## src/rtl/cal_seq_pkg.sv

```systemverilog
package cal_seq_pkg;
  typedef enum logic [1:0] {
    ST_IDLE  = 2'd0,
    ST_CAL   = 2'd1,
    ST_SHIFT = 2'd2,
    ST_TRIG  = 2'd3
  } seq_state_e;
endpackage

```

## src/rtl/cal_cmd_decode.sv

```systemverilog
module cal_cmd_decode #(
  parameter int unsigned       SEL_W   = 8,
  parameter logic [SEL_W-1:0]  MATCH_A = 8'h0C,
  parameter logic [SEL_W-1:0]  MATCH_B = 8'h30
) (
  input  logic [SEL_W-1:0] sel_a_i,
  input  logic [SEL_W-1:0] sel_b_i,
  output logic             hit_o
);
  assign hit_o = (sel_a_i == MATCH_A) && (sel_b_i == MATCH_B);
endmodule

```

## src/rtl/cal_pattern_shifter.sv

```systemverilog
module cal_pattern_shifter #(
  parameter int unsigned WORD_W    = 16,
  parameter int unsigned NUM_WORDS = 10,
  localparam int unsigned PAT_W    = WORD_W * NUM_WORDS,
  localparam int unsigned IDX_W    = $clog2(PAT_W)
) (
  input  logic             clk_i,
  input  logic             rst_ni,
  input  logic             load_i,
  input  logic             shift_i,
  input  logic [PAT_W-1:0] pattern_i,
  output logic             term_o,
  output logic             last_o
);
  logic [PAT_W-1:0] ordered;
  logic [PAT_W-1:0] shreg_q;
  logic [IDX_W-1:0] cnt_q;
  logic [1:0]       hist_q;

  // consumption order: word 0 first, msb first; bit k lands at ordered[PAT_W-1-k]
  for (genvar w = 0; w < NUM_WORDS; w++) begin : g_word
    for (genvar b = 0; b < WORD_W; b++) begin : g_bit
      assign ordered[PAT_W-1-(w*WORD_W + (WORD_W-1-b))] = pattern_i[w*WORD_W + b];
    end
  end

  always_ff @(posedge clk_i or negedge rst_ni) begin
    if (!rst_ni) begin
      shreg_q <= '0;
      cnt_q   <= '0;
      hist_q  <= '0;
    end else if (load_i) begin
      shreg_q <= ordered;
      cnt_q   <= '0;
      hist_q  <= '0;
    end else if (shift_i) begin
      shreg_q <= shreg_q << 1;
      cnt_q   <= cnt_q + 1'b1;
      hist_q  <= {hist_q[0], shreg_q[PAT_W-1]};
    end
  end

  assign term_o = (hist_q == 2'b11) && !shreg_q[PAT_W-1];
  assign last_o = (cnt_q == IDX_W'(PAT_W-1));


  cnt_range_chk: assert property (@(posedge clk_i) disable iff (!rst_ni)
    shift_i |-> (cnt_q <= IDX_W'(PAT_W-1)));
endmodule

```

## src/rtl/cal_seq_ctrl.sv

```systemverilog
module cal_seq_ctrl
  import cal_seq_pkg::*;
(
  input  logic clk_i,
  input  logic rst_ni,
  input  logic cmd_valid_i,
  input  logic hit_i,
  input  logic term_i,
  input  logic last_i,
  output logic load_o,
  output logic shift_o,
  output logic busy_o,
  output logic cal_pulse_o,
  output logic trig_o,
  output logic done_o,
  output logic err_o,
  output logic overrun_o
);
  seq_state_e state_q, state_d;
  logic done_q, err_q, ovr_q;
  logic accept;

  assign accept  = (state_q == ST_IDLE) && cmd_valid_i && hit_i;
  assign load_o  = accept;
  assign shift_o = (state_q == ST_SHIFT);

  always_comb begin
    state_d = state_q;
    unique case (state_q)
      ST_IDLE:  if (accept) state_d = ST_CAL;
      ST_CAL:   state_d = ST_SHIFT;
      ST_SHIFT: begin
        if (term_i)      state_d = ST_TRIG;
        else if (last_i) state_d = ST_IDLE;
      end
      ST_TRIG:  state_d = ST_IDLE;
      default:  state_d = ST_IDLE;
    endcase
  end

  always_ff @(posedge clk_i or negedge rst_ni) begin
    if (!rst_ni) begin
      state_q <= ST_IDLE;
      done_q  <= 1'b0;
      err_q   <= 1'b0;
      ovr_q   <= 1'b0;
    end else begin
      state_q <= state_d;
      if (accept) begin
        done_q <= 1'b0;
        err_q  <= 1'b0;
      end else if (state_q == ST_SHIFT) begin
        if (term_i)      done_q <= 1'b1;
        else if (last_i) err_q  <= 1'b1;
      end
      if (cmd_valid_i && (state_q != ST_IDLE)) ovr_q <= 1'b1;
    end
  end

  assign busy_o      = (state_q != ST_IDLE);
  assign cal_pulse_o = (state_q == ST_CAL);
  assign trig_o      = (state_q == ST_TRIG);
  assign done_o      = done_q;
  assign err_o       = err_q;
  assign overrun_o   = ovr_q;


  cal_one_cycle_chk: assert property (@(posedge clk_i) disable iff (!rst_ni)
    cal_pulse_o |=> !cal_pulse_o);

  busy_with_cal_chk: assert property (@(posedge clk_i) disable iff (!rst_ni)
    $rose(busy_o) |-> cal_pulse_o);

  trig_one_cycle_chk: assert property (@(posedge clk_i) disable iff (!rst_ni)
    trig_o |=> !trig_o);

  busy_drop_chk: assert property (@(posedge clk_i) disable iff (!rst_ni)
    trig_o |=> (!busy_o && done_o));

  err_excl_chk: assert property (@(posedge clk_i) disable iff (!rst_ni)
    err_o |-> !done_o);

  overrun_sticky_chk: assert property (@(posedge clk_i) disable iff (!rst_ni)
    overrun_o |=> overrun_o);

  busy_ignore_chk: assert property (@(posedge clk_i) disable iff (!rst_ni)
    (busy_o && cmd_valid_i) |=> (overrun_o && !cal_pulse_o));
endmodule

```

## src/rtl/cal_trig_seq.sv

```systemverilog
module cal_trig_seq #(
  parameter int unsigned WORD_W    = 16,
  parameter int unsigned NUM_WORDS = 10,
  parameter int unsigned SEL_W     = 8,
  parameter logic [SEL_W-1:0] CMD_A = 8'h0C,
  parameter logic [SEL_W-1:0] CMD_B = 8'h30,
  localparam int unsigned PAT_W    = WORD_W * NUM_WORDS
) (
  input  logic             clk_i,
  input  logic             rst_ni,
  input  logic             cmd_valid_i,
  input  logic [SEL_W-1:0] sel_a_i,
  input  logic [SEL_W-1:0] sel_b_i,
  input  logic [PAT_W-1:0] pattern_i,
  output logic             busy_o,
  output logic             cal_pulse_o,
  output logic             trig_o,
  output logic             done_o,
  output logic             err_o,
  output logic             overrun_o
);
  logic hit, load, shift, term, last;

  cal_cmd_decode #(.SEL_W(SEL_W), .MATCH_A(CMD_A), .MATCH_B(CMD_B)) u_dec (
    .sel_a_i (sel_a_i),
    .sel_b_i (sel_b_i),
    .hit_o   (hit)
  );

  cal_pattern_shifter #(.WORD_W(WORD_W), .NUM_WORDS(NUM_WORDS)) u_shift (
    .clk_i     (clk_i),
    .rst_ni    (rst_ni),
    .load_i    (load),
    .shift_i   (shift),
    .pattern_i (pattern_i),
    .term_o    (term),
    .last_o    (last)
  );

  cal_seq_ctrl u_ctrl (
    .clk_i       (clk_i),
    .rst_ni      (rst_ni),
    .cmd_valid_i (cmd_valid_i),
    .hit_i       (hit),
    .term_i      (term),
    .last_i      (last),
    .load_o      (load),
    .shift_o     (shift),
    .busy_o      (busy_o),
    .cal_pulse_o (cal_pulse_o),
    .trig_o      (trig_o),
    .done_o      (done_o),
    .err_o       (err_o),
    .overrun_o   (overrun_o)
  );


  accept_chk: assert property (@(posedge clk_i) disable iff (!rst_ni)
    (cmd_valid_i && !busy_o && sel_a_i == CMD_A && sel_b_i == CMD_B) |=> cal_pulse_o);

  reject_chk: assert property (@(posedge clk_i) disable iff (!rst_ni)
    !(cmd_valid_i && !busy_o && sel_a_i == CMD_A && sel_b_i == CMD_B) |=> !cal_pulse_o);
endmodule

```

## config.mk

```make
export PLATFORM = sky130hd
export DESIGN_NAME = cal_trig_seq
export DESIGN_NICKNAME = d
export VERILOG_FILES = /design/src/rtl/cal_seq_pkg.sv /design/src/rtl/cal_cmd_decode.sv /design/src/rtl/cal_pattern_shifter.sv /design/src/rtl/cal_seq_ctrl.sv /design/src/rtl/cal_trig_seq.sv
export SDC_FILE = /design/constraint.sdc
export NUM_CORES = 1
export LEC_CHECK = 0
export CORE_UTILIZATION = 45
export DETAILED_ROUTE_END_ITERATION = 8
export DONT_BUFFER_PORTS = 1
export PLACE_DENSITY = 0.66
export SLEW_MARGIN = 20
export SYNTH_ARGS = -nofsm -noshare
export SYNTH_HDL_FRONTEND = slang
export SYNTH_SLANG_ARGS = --single-unit
```

## constraint.sdc

```tcl
create_clock -name clk_i -period 1.74 [get_ports clk_i]
set_input_delay 0 -clock clk_i [delete_from_list [all_inputs] [get_ports clk_i]]
set_output_delay 0 -clock clk_i [all_outputs]
set_load 0.005 [all_outputs]
```

# Word level (Yosys, flattened, before mapping)
# Index checks and enable logic that the tools add are counted.
# classes
eq_ne	10
muxes	17
n_addsub	1
n_reduce_logical	14
# ops
operator	count
two-way mux 160 bit	2
two-way mux 8 bit	2
two-way mux 2 bit	5
adder 8 x 1 -> 8 bit, second input constant	1
== test 8 x 4 -> 1 bit, second input constant	1
== test 8 x 6 -> 1 bit, second input constant	1
== test 8 bit, second input constant	1
one-hot mux 2 bit (4 select lines)	1
nonzero test 2 bit	4
two-way mux 1 bit	7
== test 2 bit, second input constant	3
logical AND 1 bit	5
inequality test 2 bit, second input constant	2
AND reduction 2 bit	2
inequality test 3 x 1 -> 1 bit, second input constant	1
AND reduction 3 bit	1
== test 2 x 1 -> 1 bit, second input constant	1
zero test 2 bit	1
zero test 1 bit	1
# word_totals
regBits	175
out_inout_bits	6
elab_cells	49

# Depth between registers and ports, before layout
# Gate-level depths: netlist of the first run.
# depth
depth_word	5
depth_mapped	7

# Modules after synthesis
# Synthesis of the first run repeated with hierarchy kept, for this count alone.
# hier_totals
cells_unflattened	766
area_unflattened_um2	8140.3
# modules_own_cells
module	area_each_um2	instances	cells_per_inst	seq_area_each_um2
cal_pattern_shifter	7867.5	1	741	4254.1
cal_seq_ctrl	231.5	1	20	125.1
cal_cmd_decode	41.3	1	5	0.0

# Worst setup path after synthesis of the first run
# OpenSTA, ideal clock, no wires.
# synth_timing
path_kind	register to register
start	register u_ctrl.state_q[1]
end	register u_shift.shreg_q[121]
path_slack_ns	0.153
setup_time_ns	0.125
t_arrival_ns	1.462
path_stages_with_launch	7
cell_sequence	dfrtp_1 -> nor2_2 -> inv_2 -> nor3_1 -> buf_2 -> buf_4 -> mux2_2
# synth_via
elab_chain_len	4
word_cells_on_any_way	6
# synth_rtl
element	line_no	source
start: declaration	cal_seq_ctrl.sv:19	seq_state_e state_q, state_d;
start signal: assignment	cal_seq_ctrl.sv:48	state_q <= state_d;
zero test 2 bit	cal_seq_ctrl.sv:23	assign accept = (state_q == ST_IDLE) && cmd_valid_i && hit_i;
logical AND 1 bit (2 in a row)	cal_seq_ctrl.sv:23	
two-way mux 160 bit or nonzero test 2 bit (tied branches)	--	
end signal: assignment	cal_pattern_shifter.sv:33	shreg_q <= ordered;
end signal: assignment	cal_pattern_shifter.sv:37	shreg_q <= shreg_q << 1;
end: declaration	cal_pattern_shifter.sv:16	logic [PAT_W-1:0] shreg_q;
# Parallel ways exist; a longest one is shown, timed or not.
# A chain may end at the register's enable or synchronous reset.

# Worst setup path after layout of the first run
# layout_timing
start	register u_ctrl.state_q[1]
end	register u_shift.shreg_q[80]
# Same word-level chain as after synthesis.

==> run metrics, run 1 <==
Core Region=0.0167 sq mm; synth cell count leaders=dfrtp_1 (175), and2_1 (158), a221o_1 (156); Crit. End Element=register; synth unique cells=37; H-tree level count=4; GRT overflow=0; total routed wirelength=19.6 mm; violated checks=negative hold slack; Yosys top cell area share=56.4%; synth warn=0; Worst-Margin Slew=0.382 ns; Async S/R FF share, synth=100%; largest family of logic cells by synthesized area=compound AO/OA/AOI/OAI gates; clk_lat worst skew=0.41 ns; crit path kind=reg -> reg; Synth area leader=dfrtp_1; Die Wd=133 um; Reg area=0.00438 sq mm; Tcrit/Tclk final=97.2%; mux share of post-synthesis cell area=0.435%; RSZ-0062 raised after global routing=no; final worst slack=0.0495 ns; Gate Count Post-Synth=620; Initial Util=46.5%; Worst Path Max Fanout=66; max cap viols=0; DRT iter0 DRCs=419; CTS buffer count=17; Place WS=0.0380 ns; Post-Synth Adder-Cell Area=0.161%; initial antenna violation count=0; pin count of the biggest net entering global routing=176; Synth area leaders=dfrtp_1 (56%), a221o_1 (20%), and2_1 (13%), buf_6 (2.3%), nand2_1 (1.0%); maximum clock rate=592 MHz; Residual DRC=0; IO Port Bufs=0; GPL Wtd Cong=0.758; average wire per standard cell=19.6 um; post-synthesis compound-gate area fraction=20.9%; die height=133 um; Final HPWL DP=10.4 mm; Ports=185; Ant. Diodes=0; Worst Path Arrival=1.99 ns; gr usage total=22.0%; CTS Buffer Depth=2; leakage power=4.69 nW; Final Hold Viols=175; max-slew violation count=0; via count=5849; status=finished, violations left; multi-input logic area=0.00303 sq mm; Antenna Nets Post-Route=0; CTS root buf=clkbuf_16; required time worst endpoint=2.03 ns; drt pass-1 iters=5; most common cell in the netlist=dfrtp_1; peak supply drop=630 uV; setup TNS=0 ns; Reg clk slew, reported paths=0.07 ns; syn nets=800; design area=0.0102 sq mm; standard-cell rows=47; fillcell total=1290; Worst Skew=0.00870 ns; CTS tree=built; Mapped Avg Cell Area=12.5 sq um; TritonCTS sink count=175; EDFF count, synth=0; hold slack=-0.720 ns; DP Area=0.00787 sq mm; Power per Cell Area=790 mW/mm^2; crit path time final=1.69 ns; Synth-to-Final Area Change=31.0%; sequential share of the synthesized area=56.4%; Layout Utilization=60.9%; full die area=0.0178 sq mm; vias in the first global route=6078; Post-CTS Hold Buffers=166; vias per inst=5.85; layout cells sized above 1=7.56%; post-synthesis xor/xnor area fraction=0.790%; Mapped Area=0.00776 sq mm; Net count, final=948; Main synth FF type=dfrtp_1; final setup fails=0; register bit total from synthesis=175; first-pass GRT wire length=31.1 mm; Hold Path Class=in -> async; Worst slew margin=74.3%; startpoint types=register; Simple-Gate Fraction of Synth Area=16.4%
==> logic make-up (layout without fill, tap and decap cells) <==
group | after synthesis | after routing
buf+inv | 57 | 216
xor+xnor | 7 | 7
mux | 3 | 3
fa+ha+maj | 1 | 1
compound gates | 166 | 167
flops | 175 | 175
simple gates | 211 | 211
==> per-layer routing <==
metal  part of all wire [%]  track usage, %
met4                   0.92            6.94
met1                     43            28.4
met3                    5.9            5.29
met2                     50            36.6
met5                      0               0
==> flip-flops by register name, indices dropped and copies added (netlist names) <==
| signal | flops |
|---|---|
| u_shift.shreg_q | 160 |
| u_shift.cnt_q | 8 |
| u_ctrl.state_q | 2 |
| u_shift.hist_q | 2 |
| u_ctrl.done_o | 1 |
| u_ctrl.err_o | 1 |
| u_ctrl.overrun_o | 1 |
==> report_power, final <==
group	internal (mW)	switching [mW]
logic	0.256	0.0771
registers	4.07	0.00241
clock network	2.08	1.55
total	6.41	1.63
==> area by class of cell <==
class / count / share of cell area, %
inverter: 2 / 0.0738
clock inverter: 9 / 0.836
sequential: 175 / 43.1
multi-input combinational: 389 / 29.8
timing repair buffer: 183 / 18.9
tap: 220 / 2.71
clock buffer: 22 / 4.66
==> metrics by stage <==
| stage | hold slack [ns] | cells | total power [mW] |
|---|---|---|---|
| 2_1_floorplan | -0.296 | 620 | 4.16 |
| 3_3_place_gp | -0.290 | 800 | 4.17 |
| 3_5_place_dp | -0.291 | 800 | 4.17 |
| 4_1_cts | -0.748 | 997 | 8.11 |
| 5_1_grt | -0.753 | 1000 | 8.32 |
| 6_report | -0.720 | 1000 | 8.04 |
==> layout by cell type, fill, tap and decap left out, drive strengths merged, types with 2 or more instances in the layout <==
cell type / Yosys / final
a21oi: 6 / 6
a221o: 156 / 156
a31oi: 1 / 2
and2: 158 / 158
buf: 39 / 15
clkbuf: 16 / 24
clkinv: 0 / 4
clkinvlp: 0 / 3
dfrtp: 175 / 175
dlygate4sd3: 0 / 166
inv: 2 / 3
mux2: 3 / 3
nand2: 21 / 21
nand3: 2 / 2
nand4: 2 / 2
nor2: 11 / 11
nor3: 3 / 3
nor4: 3 / 3
xnor2: 5 / 5
xor2: 2 / 2
==> worst paths after layout <==
check                                                     start                         endpoint  slack (ns)  cells past startpoint
worst max-delay path              u_ctrl.state_q[1]$_DFFE_PN0P_  u_shift.shreg_q[80]$_DFFE_PN0P_        0.05                      5
worst min-delay path                                     rst_ni  u_shift.shreg_q[17]$_DFFE_PN0P_       -0.72                      0
worst max register to register    u_ctrl.state_q[1]$_DFFE_PN0P_  u_shift.shreg_q[80]$_DFFE_PN0P_        0.05                      5
worst min register to register  u_shift.shreg_q[91]$_DFFE_PN0P_  u_shift.shreg_q[91]$_DFFE_PN0P_        0.50                      1
max in group asynchronous                                rst_ni    u_ctrl.state_q[1]$_DFFE_PN0P_        2.10                      0
min in group clk_i                                   sel_a_i[6]    u_shift.hist_q[1]$_DFFE_PN0P_        0.05                      5
==> what timing repair did <==
item,in CTS,in global routing
hold endpoints to repair,337,175
setup buffers,0,0
setup endpoints to repair,0,107
resized for setup,0,4
==> worst max-delay path: stages, from the launching register on <==
cell and delay, ns:
dfrtp_2 0.44, nor2_2 0.16, buf_4 0.17, a31oi_4 0.14, buf_12 0.23, a221o_1 0.36
(Power assumes the default switching activity.)
==> run 2: changes to the inputs <==
--- a/config.mk
+++ b/config.mk
@@ -5,10 +5,10 @@
 export SDC_FILE = /design/constraint.sdc
 export NUM_CORES = 1
 export LEC_CHECK = 0
-export CORE_UTILIZATION = 45
+export CORE_UTILIZATION = 40
 export DETAILED_ROUTE_END_ITERATION = 8
 export DONT_BUFFER_PORTS = 1
-export PLACE_DENSITY = 0.66
+export PLACE_DENSITY = 0.6
 export SLEW_MARGIN = 20
 export SYNTH_ARGS = -nofsm -noshare
 export SYNTH_HDL_FRONTEND = slang
==> run metrics, run 2 (synthesis results as in run 1) <==
status=finished, violations left; violated checks=negative hold slack; leakage power=4.74 nW; Top reg by flops=u_shift.shreg_q; DRT iter0 DRCs=321; GPL Wtd Cong=0.746; Net count, final=959; CP delay by family, top=simple AND/OR/NAND/NOR gates; Final HPWL DP=11.0 mm; DP Area=0.00796 sq mm; Die Wd=141 um; Largest regs=u_shift.shreg_q x160, u_shift.cnt_q x8; Tcrit/Tclk final=97.8%; Reg clk slew, reported paths=0.06 ns; initial antenna violation count=0; TritonCTS sink count=175; H-tree level count=4; Final Hold Viols=175; required time worst endpoint=2.03 ns; Critical path buffers and inverters=2; Worst slew margin=60.2%; vias per inst=5.52; Power per Cell Area=770 mW/mm^2; final setup fails=0; full die area=0.0200 sq mm; layout cells sized above 1=8.12%; hold slack=-0.721 ns; Antenna Nets Post-Route=0; vias in the first global route=6051; Synth-to-Final Area Change=32.3%; clk_lat worst skew=0.42 ns; crit path time final=1.70 ns; CTS root buf=clkbuf_16; design area=0.0103 sq mm; Worst Skew=0.00839 ns; CTS Buffer Depth=2; delay of the slowest cell on the worst path=0.44 ns; Initial Util=41.1%; Largest register FFs=160; CTS buffer count=17; fillcell total=1554; total routed wirelength=19.6 mm; Worst Path Arrival=1.99 ns; reg2reg path depth=5; maximum clock rate=588 MHz; Worst Path Max Fanout=104; die height=141 um; CTS tree=built; slowest CP cell=dfrtp_1; drt pass-1 iters=4; Core Region=0.0189 sq mm; max cap viols=0; commonest non-fill, non-tap cells in the layout=dfrtp_1 (175), dlygate4sd3_1 (167), and2_1 (157); CP Depth=5; max-slew violation count=0; gr usage total=19.8%; CP Cell Sequence=and2b_4 -> buf_4 -> buf_12 -> and2_1 -> a221o_1; startpoint types=register; crit path kind=reg -> reg; IO Port Bufs=0; Worst-Margin Slew=0.596 ns; via count=5790; commonest non-fill, non-tap cell in the layout=dfrtp_1; Ports=185; Crit. End Element=register; Ant. Diodes=0; Hold Path Class=in -> async; GRT overflow=0; pin count of the biggest net entering global routing=176; first-pass GRT wire length=30.9 mm; Residual DRC=0; average wire per standard cell=18.7 um; standard-cell rows=50; peak supply drop=572 uV
## run 2: changes by cell type in the layout (fill, tap and decap cells not counted), moves of 2 or more
cell | previous run | this run
buf_4 | 8 | 15
buf_6 | 1 | 3
clkbuf_1 | 2 | 4
clkinv_2 | 3 | 1
clkbuf_8 | 3 | 1
buf_12 | 4 | 6
## run 2: area by class of cell
class	count	area (sq um)	area share, %
clock inverter	6	65.1	0.633
tap	260	325	3.17
clock buffer	22	454	4.42
sequential	175	4380	42.6
timing repair buffer	194	2010	19.5
multi-input combinational	389	3040	29.6
inverter	2	7.51	0.0731
## run 2: worst register-to-register path, stage by stage (launching register included)
cell and delay [ns]:
dfrtp_1 0.44, and2b_4 0.22, buf_4 0.15, buf_12 0.18
and2_1 0.31, a221o_1 0.28
## run 2: final timing paths
path                                                 start  slack, ns                          endpoint
min reg2reg                u_shift.shreg_q[53]$_DFFE_PN0P_       0.50   u_shift.shreg_q[53]$_DFFE_PN0P_
max in group asynchronous                           rst_ni       2.19  u_shift.shreg_q[123]$_DFFE_PN0P_
max reg2reg                  u_ctrl.state_q[1]$_DFFE_PN0P_       0.04   u_shift.shreg_q[64]$_DFFE_PN0P_
min                                                 rst_ni      -0.72   u_shift.shreg_q[25]$_DFFE_PN0P_
max                          u_ctrl.state_q[1]$_DFFE_PN0P_       0.04   u_shift.shreg_q[64]$_DFFE_PN0P_
min in group clk_i                             cmd_valid_i       0.04    u_shift.shreg_q[0]$_DFFE_PN0P_
## run 2: layer usage
metal,global-route usage (%),vias up,wire length [um]
li1,-,2657,-
met1,25.6,2953,8840
met2,32.4,157,9400
met3,4.99,23,1040
met4,6.29,0,315
met5,0,-,0
## run 2: metrics by stage
| step | power, mW | setup WS [ns] | TNS, ns | utilization (%) | cells |
|---|---|---|---|---|---|
| after CTS | 7.99 | 0.00692 | 0 | 53.7 | 1038 |
| after global placement | 4.17 | -0.0427 | -2.14 | 42.1 | 844 |
| final | 7.91 | 0.0390 | 0 | 54.4 | 1048 |
| after floorplan | 4.16 | 0.153 | 0 | - | 620 |
| after detailed placement | 4.17 | -0.120 | -9.26 | 42.1 | 844 |
| after global routing | 8.19 | -0.00921 | -0.0171 | 54.4 | 1048 |
## run 2: power breakdown
group | total [mW] | leakage [nW] | internal [mW] | switching, mW
clock | 3.50 | 0.240 | 1.97 | 1.53
combinational | 0.335 | 2.07 | 0.258 | 0.0772
sequential | 4.07 | 2.42 | 4.07 | 0.00239
total | 7.91 | 4.74 | 6.30 | 1.60
## run 2: what timing repair did
item	4_1_cts	5_1_grt
resized for setup	2	8
setup buffers	0	7
gates cloned	1	1
hold endpoints to repair	337	176
hold buffers	165	2
setup endpoints to repair	137	154
pin swaps	0	1
